==> src/rtl/can_sfr_pkg.sv <==
package can_sfr_pkg;

  typedef enum logic [2:0] {
    WIN_NONE = 3'd0,
    WIN_PTR  = 3'd1,
    WIN_DATA = 3'd2,
    WIN_MODE = 3'd3,
    WIN_STAT = 3'd4,
    WIN_CTRL = 3'd5
  } win_e;

  // Internal register addresses reached by the fixed windows
  localparam int IREG_MODE   = 0;
  localparam int IREG_CMD    = 1;
  localparam int IREG_STATUS = 2;
  localparam int IREG_IRQ    = 3;
  localparam int IREG_IEN    = 4;

endpackage

==> src/rtl/can_sfr_decode.sv <==
module can_sfr_decode
  import can_sfr_pkg::*;
#(
  parameter int          SFR_AW   = 8,
  parameter logic [7:0]  ADR_PTR  = 8'hD0,
  parameter logic [7:0]  ADR_DATA = 8'hD1,
  parameter logic [7:0]  ADR_MODE = 8'hD2,
  parameter logic [7:0]  ADR_STAT = 8'hD3,
  parameter logic [7:0]  ADR_CTRL = 8'hD4
) (
  input  logic [SFR_AW-1:0] sfr_addr,
  input  logic              sfr_rd,
  input  logic              sfr_wr,
  output win_e              win,
  output logic              acc_rd,
  output logic              acc_wr
);

  logic hit;

  always_comb begin
    win = WIN_NONE;
    if (sfr_addr == SFR_AW'(ADR_PTR))       win = WIN_PTR;
    else if (sfr_addr == SFR_AW'(ADR_DATA)) win = WIN_DATA;
    else if (sfr_addr == SFR_AW'(ADR_MODE)) win = WIN_MODE;
    else if (sfr_addr == SFR_AW'(ADR_STAT)) win = WIN_STAT;
    else if (sfr_addr == SFR_AW'(ADR_CTRL)) win = WIN_CTRL;
  end

  assign hit    = (win != WIN_NONE);
  // write has priority when both strobes are present
  assign acc_wr = sfr_wr & hit;
  assign acc_rd = sfr_rd & ~sfr_wr & hit;

endmodule

==> src/rtl/can_sfr_pointer.sv <==
module can_sfr_pointer #(
  parameter int AW       = 8,
  parameter int INC_BASE = 32
) (
  input  logic          clk,
  input  logic          rst_n,
  input  logic          load_en,
  input  logic [AW-1:0] load_val,
  input  logic          step_en,
  output logic [AW-1:0] ptr
);

  localparam logic [AW-1:0] BaseV = INC_BASE[AW-1:0];

  logic [AW-1:0] ptr_q;
  logic [AW-1:0] ptr_nxt;
  logic          upper;
  logic          ptr_en;

  assign upper  = (ptr_q >= BaseV);
  assign ptr_en = load_en | (step_en & upper);

  always_comb begin
    ptr_nxt = ptr_q;
    if (load_en)
      ptr_nxt = load_val;
    else if (step_en && upper)
      ptr_nxt = ptr_q + 1'b1;
  end

  always_ff @(posedge clk or negedge rst_n) begin
    if (!rst_n)
      ptr_q <= '0;
    else if (ptr_en)
      ptr_q <= ptr_nxt;
  end

  assign ptr = ptr_q;

  AST_PTR_STEP_UPPER: assert property (@(posedge clk) disable iff (!rst_n)
    (step_en && !load_en && ptr_q >= BaseV) |=> (ptr_q == $past(ptr_q) + 1'b1));
  AST_PTR_HOLD_LOWER: assert property (@(posedge clk) disable iff (!rst_n)
    (step_en && !load_en && ptr_q < BaseV) |=> $stable(ptr_q));
  AST_PTR_WRAP: assert property (@(posedge clk) disable iff (!rst_n)
    (step_en && !load_en && ptr_q == {AW{1'b1}}) |=> (ptr_q == '0));
  AST_PTR_IDLE_HOLD: assert property (@(posedge clk) disable iff (!rst_n)
    (!step_en && !load_en) |=> $stable(ptr_q));

endmodule

==> src/rtl/can_sfr_route.sv <==
module can_sfr_route
  import can_sfr_pkg::*;
#(
  parameter int AW = 8,
  parameter int DW = 8
) (
  input  win_e          win,
  input  logic          acc_rd,
  input  logic          acc_wr,
  input  logic [AW-1:0] ptr,
  input  logic [DW-1:0] sfr_wdata,
  input  logic [DW-1:0] ctl_rdata,
  output logic [AW-1:0] ctl_addr,
  output logic          ctl_rd,
  output logic          ctl_wr,
  output logic [DW-1:0] ctl_wdata,
  output logic [DW-1:0] sfr_rdata
);

  logic to_ctl;

  // every window except the pointer reaches the controller
  assign to_ctl = (win != WIN_NONE) && (win != WIN_PTR);

  always_comb begin
    ctl_addr = '0;
    unique case (win)
      WIN_DATA: ctl_addr = ptr;
      WIN_MODE: ctl_addr = AW'(IREG_MODE);
      WIN_STAT: ctl_addr = acc_wr ? AW'(IREG_IEN) : AW'(IREG_STATUS);
      WIN_CTRL: ctl_addr = acc_wr ? AW'(IREG_CMD) : AW'(IREG_IRQ);
      default:  ctl_addr = '0;
    endcase
  end

  assign ctl_rd    = to_ctl & acc_rd;
  assign ctl_wr    = to_ctl & acc_wr;
  assign ctl_wdata = acc_wr ? sfr_wdata : '0;

  always_comb begin
    sfr_rdata = '0;
    if (acc_rd) begin
      if (win == WIN_PTR)
        sfr_rdata = DW'(ptr);
      else if (to_ctl)
        sfr_rdata = ctl_rdata;
    end
  end

endmodule

==> src/rtl/can_sfr_window.sv <==
module can_sfr_window
  import can_sfr_pkg::*;
#(
  parameter int         AW       = 8,
  parameter int         DW       = 8,
  parameter int         SFR_AW   = 8,
  parameter int         INC_BASE = 32,
  parameter logic [7:0] ADR_PTR  = 8'hD0,
  parameter logic [7:0] ADR_DATA = 8'hD1,
  parameter logic [7:0] ADR_MODE = 8'hD2,
  parameter logic [7:0] ADR_STAT = 8'hD3,
  parameter logic [7:0] ADR_CTRL = 8'hD4
) (
  input  logic              clk,
  input  logic              rst_n,
  input  logic [SFR_AW-1:0] sfr_addr,
  input  logic              sfr_rd,
  input  logic              sfr_wr,
  input  logic [DW-1:0]     sfr_wdata,
  output logic [DW-1:0]     sfr_rdata,
  output logic [AW-1:0]     ctl_addr,
  output logic              ctl_rd,
  output logic              ctl_wr,
  output logic [DW-1:0]     ctl_wdata,
  input  logic [DW-1:0]     ctl_rdata
);

  localparam int SYNC_STAGES = 2;

  logic [SYNC_STAGES-1:0] rst_sync_q;
  logic                   rst_n_int;
  win_e                   win;
  logic                   acc_rd;
  logic                   acc_wr;
  logic [AW-1:0]          ptr;
  logic                   ptr_load;
  logic                   ptr_step;

  // asynchronous assertion, synchronous release
  always_ff @(posedge clk or negedge rst_n) begin
    if (!rst_n)
      rst_sync_q <= '0;
    else
      rst_sync_q <= {rst_sync_q[SYNC_STAGES-2:0], 1'b1};
  end
  assign rst_n_int = rst_sync_q[SYNC_STAGES-1];

  can_sfr_decode #(
    .SFR_AW  (SFR_AW),
    .ADR_PTR (ADR_PTR),
    .ADR_DATA(ADR_DATA),
    .ADR_MODE(ADR_MODE),
    .ADR_STAT(ADR_STAT),
    .ADR_CTRL(ADR_CTRL)
  ) u_decode (
    .sfr_addr(sfr_addr),
    .sfr_rd  (sfr_rd),
    .sfr_wr  (sfr_wr),
    .win     (win),
    .acc_rd  (acc_rd),
    .acc_wr  (acc_wr)
  );

  assign ptr_load = acc_wr & (win == WIN_PTR);
  assign ptr_step = (acc_wr | acc_rd) & (win == WIN_DATA);

  can_sfr_pointer #(
    .AW      (AW),
    .INC_BASE(INC_BASE)
  ) u_pointer (
    .clk     (clk),
    .rst_n   (rst_n_int),
    .load_en (ptr_load),
    .load_val(sfr_wdata[AW-1:0]),
    .step_en (ptr_step),
    .ptr     (ptr)
  );

  can_sfr_route #(
    .AW(AW),
    .DW(DW)
  ) u_route (
    .win      (win),
    .acc_rd   (acc_rd),
    .acc_wr   (acc_wr),
    .ptr      (ptr),
    .sfr_wdata(sfr_wdata),
    .ctl_rdata(ctl_rdata),
    .ctl_addr (ctl_addr),
    .ctl_rd   (ctl_rd),
    .ctl_wr   (ctl_wr),
    .ctl_wdata(ctl_wdata),
    .sfr_rdata(sfr_rdata)
  );

  AST_STROBE_EXCLUSIVE: assert property (@(posedge clk) disable iff (!rst_n_int)
    $onehot0({ctl_rd, ctl_wr}));
  AST_BOTH_IS_WRITE: assert property (@(posedge clk) disable iff (!rst_n_int)
    (sfr_rd && sfr_wr && sfr_addr == SFR_AW'(ADR_DATA)) |-> (ctl_wr && !ctl_rd));
  AST_NO_STROBE_UNMAPPED: assert property (@(posedge clk) disable iff (!rst_n_int)
    (sfr_addr != SFR_AW'(ADR_DATA) && sfr_addr != SFR_AW'(ADR_MODE) &&
     sfr_addr != SFR_AW'(ADR_STAT) && sfr_addr != SFR_AW'(ADR_CTRL)) |-> (!ctl_rd && !ctl_wr));
  AST_MODE_TARGET: assert property (@(posedge clk) disable iff (!rst_n_int)
    ((sfr_rd || sfr_wr) && sfr_addr == SFR_AW'(ADR_MODE)) |-> (ctl_addr == AW'(IREG_MODE)));
  AST_STAT_READ_TARGET: assert property (@(posedge clk) disable iff (!rst_n_int)
    (sfr_rd && !sfr_wr && sfr_addr == SFR_AW'(ADR_STAT)) |-> (ctl_rd && ctl_addr == AW'(IREG_STATUS)));
  AST_STAT_WRITE_TARGET: assert property (@(posedge clk) disable iff (!rst_n_int)
    (sfr_wr && sfr_addr == SFR_AW'(ADR_STAT)) |-> (ctl_wr && ctl_addr == AW'(IREG_IEN)));
  AST_CTRL_READ_TARGET: assert property (@(posedge clk) disable iff (!rst_n_int)
    (sfr_rd && !sfr_wr && sfr_addr == SFR_AW'(ADR_CTRL)) |-> (ctl_rd && ctl_addr == AW'(IREG_IRQ)));
  AST_CTRL_WRITE_TARGET: assert property (@(posedge clk) disable iff (!rst_n_int)
    (sfr_wr && sfr_addr == SFR_AW'(ADR_CTRL)) |-> (ctl_wr && ctl_addr == AW'(IREG_CMD)));
  AST_DATA_USES_PTR: assert property (@(posedge clk) disable iff (!rst_n_int)
    ((sfr_rd || sfr_wr) && sfr_addr == SFR_AW'(ADR_DATA)) |-> (ctl_addr == ptr && (ctl_rd || ctl_wr)));

endmodule

==> config.mk <==
export PLATFORM = sky130hd
export DESIGN_NAME = can_sfr_window
export DESIGN_NICKNAME = d
export VERILOG_FILES = /design/src/rtl/can_sfr_pkg.sv /design/src/rtl/can_sfr_decode.sv /design/src/rtl/can_sfr_pointer.sv /design/src/rtl/can_sfr_route.sv /design/src/rtl/can_sfr_window.sv
export SDC_FILE = /design/constraint.sdc
export NUM_CORES = 1
export LEC_CHECK = 0
export BUFFER_PORTS_ARGS = -buffer_cell sky130_fd_sc_hd__buf_2
export CAP_MARGIN = 20
export CELL_PAD_IN_SITES_DETAIL_PLACEMENT = 0
export CELL_PAD_IN_SITES_GLOBAL_PLACEMENT = 1
export CORE_ASPECT_RATIO = 1.25
export CORE_MARGIN = 2
export CORE_UTILIZATION = 28
export CTS_BUF_LIST = sky130_fd_sc_hd__clkbuf_4 sky130_fd_sc_hd__clkbuf_8
export CTS_CLUSTER_SIZE = 25
export DETAILED_ROUTE_END_ITERATION = 7
export PLACE_DENSITY_LB_ADDON = 0.1
export SLEW_MARGIN = 30
export SYNTH_ARGS = -nofsm -noshare
export SYNTH_HDL_FRONTEND = slang
export SYNTH_SLANG_ARGS = --single-unit
==> constraint.sdc <==
create_clock -name clk -period 1.2 [get_ports clk]
set_clock_uncertainty 0.1 [all_clocks]
set_input_delay 0.12 -clock clk [delete_from_list [all_inputs] [get_ports clk]]
set_output_delay 0.12 -clock clk [all_outputs]
set_load 0.05 [all_outputs]
# Yosys cells after proc, flatten, opt, wreduce, memory -nomap -nowiden
# Cells that the tools add are included.
# totals
ff_bits	10
in_bits	28
output_inout_bits	26
word_cells	44
# classes
n_addsub	1
magnitude_cmp	1
eq_ne	10
n_mux	14
n_bitwise	11
reduce_logical	5
# op_table
cell	count
2-to-1 mux 8 bit	6
equality test 8 bit, second input constant	5
case mux 8 bit (3 select lines)	1
2-to-1 mux 3 bit	6
adder 8 x 1 -> 8 bit, second input constant	1
AND 1 bit	8
greater-or-equal comparator 8 x 6 -> 1 bit, second input constant	1
equality test 3 bit, second input constant	2
equality test 3 x 1 -> 1 bit, second input constant	1
equality test 3 x 2 -> 1 bit, second input constant	1
inequality test 3 x 1 -> 1 bit, second input constant	1
nonzero test 3 bit	1
logical AND 1 bit	2
2-to-1 mux 2 bit	1
OR 1 bit	2
AND reduction 2 bit	1
nonzero test 2 bit	1
inverter 1 bit	1

# Longest topological paths before layout
# logic_depth
word_depth	13
depth_mapped	7

# Cells and area by module
# A second synthesis with hierarchy kept.
# hier_totals
hier_cells	130
hier_area_um2	1127.3
# by_module_without_submodules
module	n_inst	cells_per_inst	area_each_um2
can_sfr_pointer	1	56	511.7
can_sfr_route	1	54	414.1
can_sfr_decode	1	13	120.1
can_sfr_window	1	7	81.3

# Worst setup path before layout
# OpenSTA, ideal clock, no wires.
# synth_timing
kind	input -> output
from	input sfr_addr[2]
to	output ctl_addr[2]
arrival_time_ns	1.756
required_time_ns	0.980
path_slack_ns	-0.776
cell_stages	4
path_cell_list	buf_6 -> and3b_2 -> nand2_1 -> nor3b_1
# synth_between
elab_chain_cells	10
elab_cells_between_ends	17
# synth_lines
item	line_no	source
start: declaration	can_sfr_window.sv:16	input logic [SFR_AW-1:0] sfr_addr,
equality test 8 bit	can_sfr_decode.sv:27	else if (sfr_addr == SFR_AW'(ADR_CTRL)) win = WIN_CTRL;
2-to-1 mux 3 bit	can_sfr_decode.sv:27	
2-to-1 mux 3 bit	can_sfr_decode.sv:26	else if (sfr_addr == SFR_AW'(ADR_STAT)) win = WIN_STAT;
2-to-1 mux 3 bit	can_sfr_decode.sv:25	else if (sfr_addr == SFR_AW'(ADR_MODE)) win = WIN_MODE;
2-to-1 mux 3 bit	can_sfr_decode.sv:24	else if (sfr_addr == SFR_AW'(ADR_DATA)) win = WIN_DATA;
2-to-1 mux 3 bit (*)	can_sfr_decode.sv:23	if (sfr_addr == SFR_AW'(ADR_PTR)) win = WIN_PTR;
nonzero test 3 bit	can_sfr_decode.sv:30	assign hit = (win != WIN_NONE);
AND 1 bit	can_sfr_decode.sv:32	assign acc_wr = sfr_wr & hit;
2-to-1 mux 3 bit	can_sfr_route.sv:30	WIN_STAT: ctl_addr = acc_wr ? AW'(IREG_IEN) : AW'(IREG_STATUS);
case mux 8 bit (3 select lines) (*)	can_sfr_route.sv:27	unique case (win)
end: declaration	can_sfr_window.sv:21	output logic [AW-1:0] ctl_addr,
# Every way passes the cells marked *; elsewhere a longest branch is shown, timed or not.

# Final worst setup path
# layout_timing
from	register u_pointer.ptr_q[7] (netlist: u_pointer.ptr[7])
to	output sfr_rdata[7]
# layout_between
elab_chain_cells	2
# layout_lines
item	line_no	source
start: declaration	can_sfr_pointer.sv:15	logic [AW-1:0] ptr_q;
start signal: assignment	can_sfr_pointer.sv:35	ptr_q <= ptr_nxt;
2-to-1 mux 8 bit	can_sfr_route.sv:43	if (win == WIN_PTR)
2-to-1 mux 8 bit	can_sfr_route.sv:42	if (acc_rd) begin
end: declaration	can_sfr_window.sv:20	output logic [DW-1:0] sfr_rdata,
# No other way between the ends.

==> reports/qor.csv <==
metric;value;unit
h-tree-depth;1;
track_usage;0.202;
finalCritPeriodShare;1.31;
synth_nets;158;
die-area;4050;um^2
ir_worst_vdd;551;uV
drt-total-wl;4060;um
clkLatencyLatePin;230;ps
dieHeight;70.7;um
vias;1330;
place_area;1680;um^2
status;finished with violations;
hold_viol;0;
synth_edf_count;0;
p_total;1.06;mW
utilization;0.662;
p_per_area;462;nW/um^2
ioPinCount;54;
drtAntennaViolNets;0;
yosys.area_share.simple;0.354;
synthTopCellsByArea;dfrtp_1 (25%), mux2i_1 (7.0%), and3_1 (6.9%), nor2_1 (6.4%), a21oi_1 (5.5%);
fp.dieW;57.3;um
critical_path_required;980;ps
syn-cell-area;996;um^2
setup_viol;34;
final_common_cell;buf_4;
synthArstFlopShare;1.00;
ys_warn_count;0;
synth_ff_type;dfrtp_1;
vias_per_cell;5.08;
drtPass1Iterations;5;
synth_largest_area_cell;dfrtp_1;
synth_top_family_by_area;simple AND/OR/NAND/NOR gates;
grt_pass1_wl;6530;um
muxShareOfSynthArea;0.0704;
syn_inst;128;
wire_per_inst;15.5;um
worstSetupStartpointType;flip-flop;
globalplace.congestion;0.792;
synth_compound_area_frac;0.231;
layout_min_cycle_time;1570;ps
cp.arrival;1350;ps
stdcell_area;2290;um^2
port_buffers;53;
grt_setup_unrepaired;true;
whs;35.7;ps
first_global_vias;1410;
violations;setup timing;
ys_types;36;
maxClockFrequency;0.637;GHz
setup_ws;-369;ps
antenna_found_initial;0;
cts_root_buffer;clkbuf_8;
reg2regPathDepth;5;
final_cell_mix;buf_4 (32), buf_2 (25), buf_6 (23), buf_8 (14), a21oi_2 (11);
path_clk_slew;40;ps
start_util;0.288;
dp_hpwl;2700;um
crit_fanout;2;
rr_endpoint;u_pointer.ptr[2];
row_count;24;
hp-class;flip-flop to async pin;
cts.sinks;10;
area_delta_synth_final;130;%
synth_area_per_cell;7.78;um^2
synth_top_area_frac;0.251;
ff2ff_setup_slack;-300;ps
num_antenna_cells;0;
p_leak;1.05;nW
cts_tree;done;
drc_errors;0;
synth_fa_ha_area_frac;0.0251;
cap_violations;0;
grt_max_degree;21;
cts_buffer_depth;2;
synth-xor-area-share;0.00879;
dr.first_iter.drc_count;41;
tritoncts.num_buffers;3;
overflow;0;
nets;255;
ys_ff_latch;10;
worst-setup-path-type;flip-flop to primary output;
drive_above_1_share;0.753;
cp-end-kind;primary output;
yosysSeqAreaShare;0.251;
drv_slew;0;
core-area;3450;um^2
r2r-start;u_pointer.ptr[6];
-- sequential cells by signal (all words and copies together) (netlist names) --
| register | count |
|---|---|
| u_pointer.ptr | 8 |
| rst_sync_q | 2 |
-- layout make-up --
class	instances	area [um^2]
clock buffer	3	41.3
inverter	4	15.0
fill	283	1170
timing repair buffer	98	912
tap	39	48.8
multi-input combinational	108	1020
sequential	10	251
-- synth_stat cells (2+ instances only) --
library cell and n:
a21oi_1 11, and3_1 11, o21ai_0 4, inv_1 4, nand2_1 12, buf_6 2
nor3_1 2, mux2i_1 7, a31oi_1 2, nand4_1 3, a21oi_2 6, ha_1 2
nand3_1 6, buf_2 2, dfrtp_1 10, clkbuf_1 2, nor2_1 17, and2_1 5
nor2b_1 3
-- power breakdown --
part	switching [mW]	total, mW	internal (mW)
combinational	0.167	0.351	0.183
clock	0.115	0.333	0.218
sequential	0.0192	0.372	0.352
total	0.301	1.06	0.754
-- worst max-delay path by stage --
stage | slack [ps] | to | from | cells after the start
floorplan | -360 | ctl_rd | sfr_addr[3] | 5
global placement | -440 | ctl_rd | sfr_addr[3] | 8
detailed placement | -480 | ctl_wdata[0] | sfr_addr[3] | 7
CTS | -320 | ctl_wdata[5] | sfr_addr[5] | 8
global route | -440 | sfr_rdata[7] | u_pointer.ptr[7] | 6
finish | -370 | sfr_rdata[7] | u_pointer.ptr[7] | 6
-- kinds of logic after synthesis --
logic type | count (synthesis)
AOI/OAI and AO/OA | 31
xor gates and xnor gates | 1
adders and majority gates | 2
buffers and inverters | 10
DFF | 10
muxes | 7
other | 1
and+or+nand+nor | 66
-- routing by layer --
layer	up-vias	part of all wire	global-route usage	wire, um
li1	649	-	-	-
met1	638	0.38	0.240	1540
met2	41	0.59	0.385	2380
met3	2	0.033	0.0146	133
met4	0	0.0012	0.0491	5
met5	-	0	0	0
-- through the flow --
| stage | setup WS [ps] | instances | setup TNS, ps |
|---|---|---|---|
| floorplan | -360 | 128 | -6650 |
| global placement | -443 | 246 | -12120 |
| detailed placement | -482 | 246 | -13640 |
| CTS | -324 | 262 | -9510 |
| global route | -444 | 262 | -11710 |
| finish | -369 | 262 | -9900 |
-- worst max-delay path, cell delays in order (launching register included) --
cell and delay, ps:
dfrtp_1 400, buf_6 140, nand2_4 40, a21oi_2 60, a31oi_2 250, nor2_4 70, buf_6 150
-- timing repair --
action	in CTS	in global routing
setup endpoints to repair	34	34
gates resized for setup	108	15
pin swaps	22	18
buffers inserted	10	1
cloned	3	0
hold endpoints to repair	2	0
hold buffers	1	0
Power figures use the tool's default switching activity.
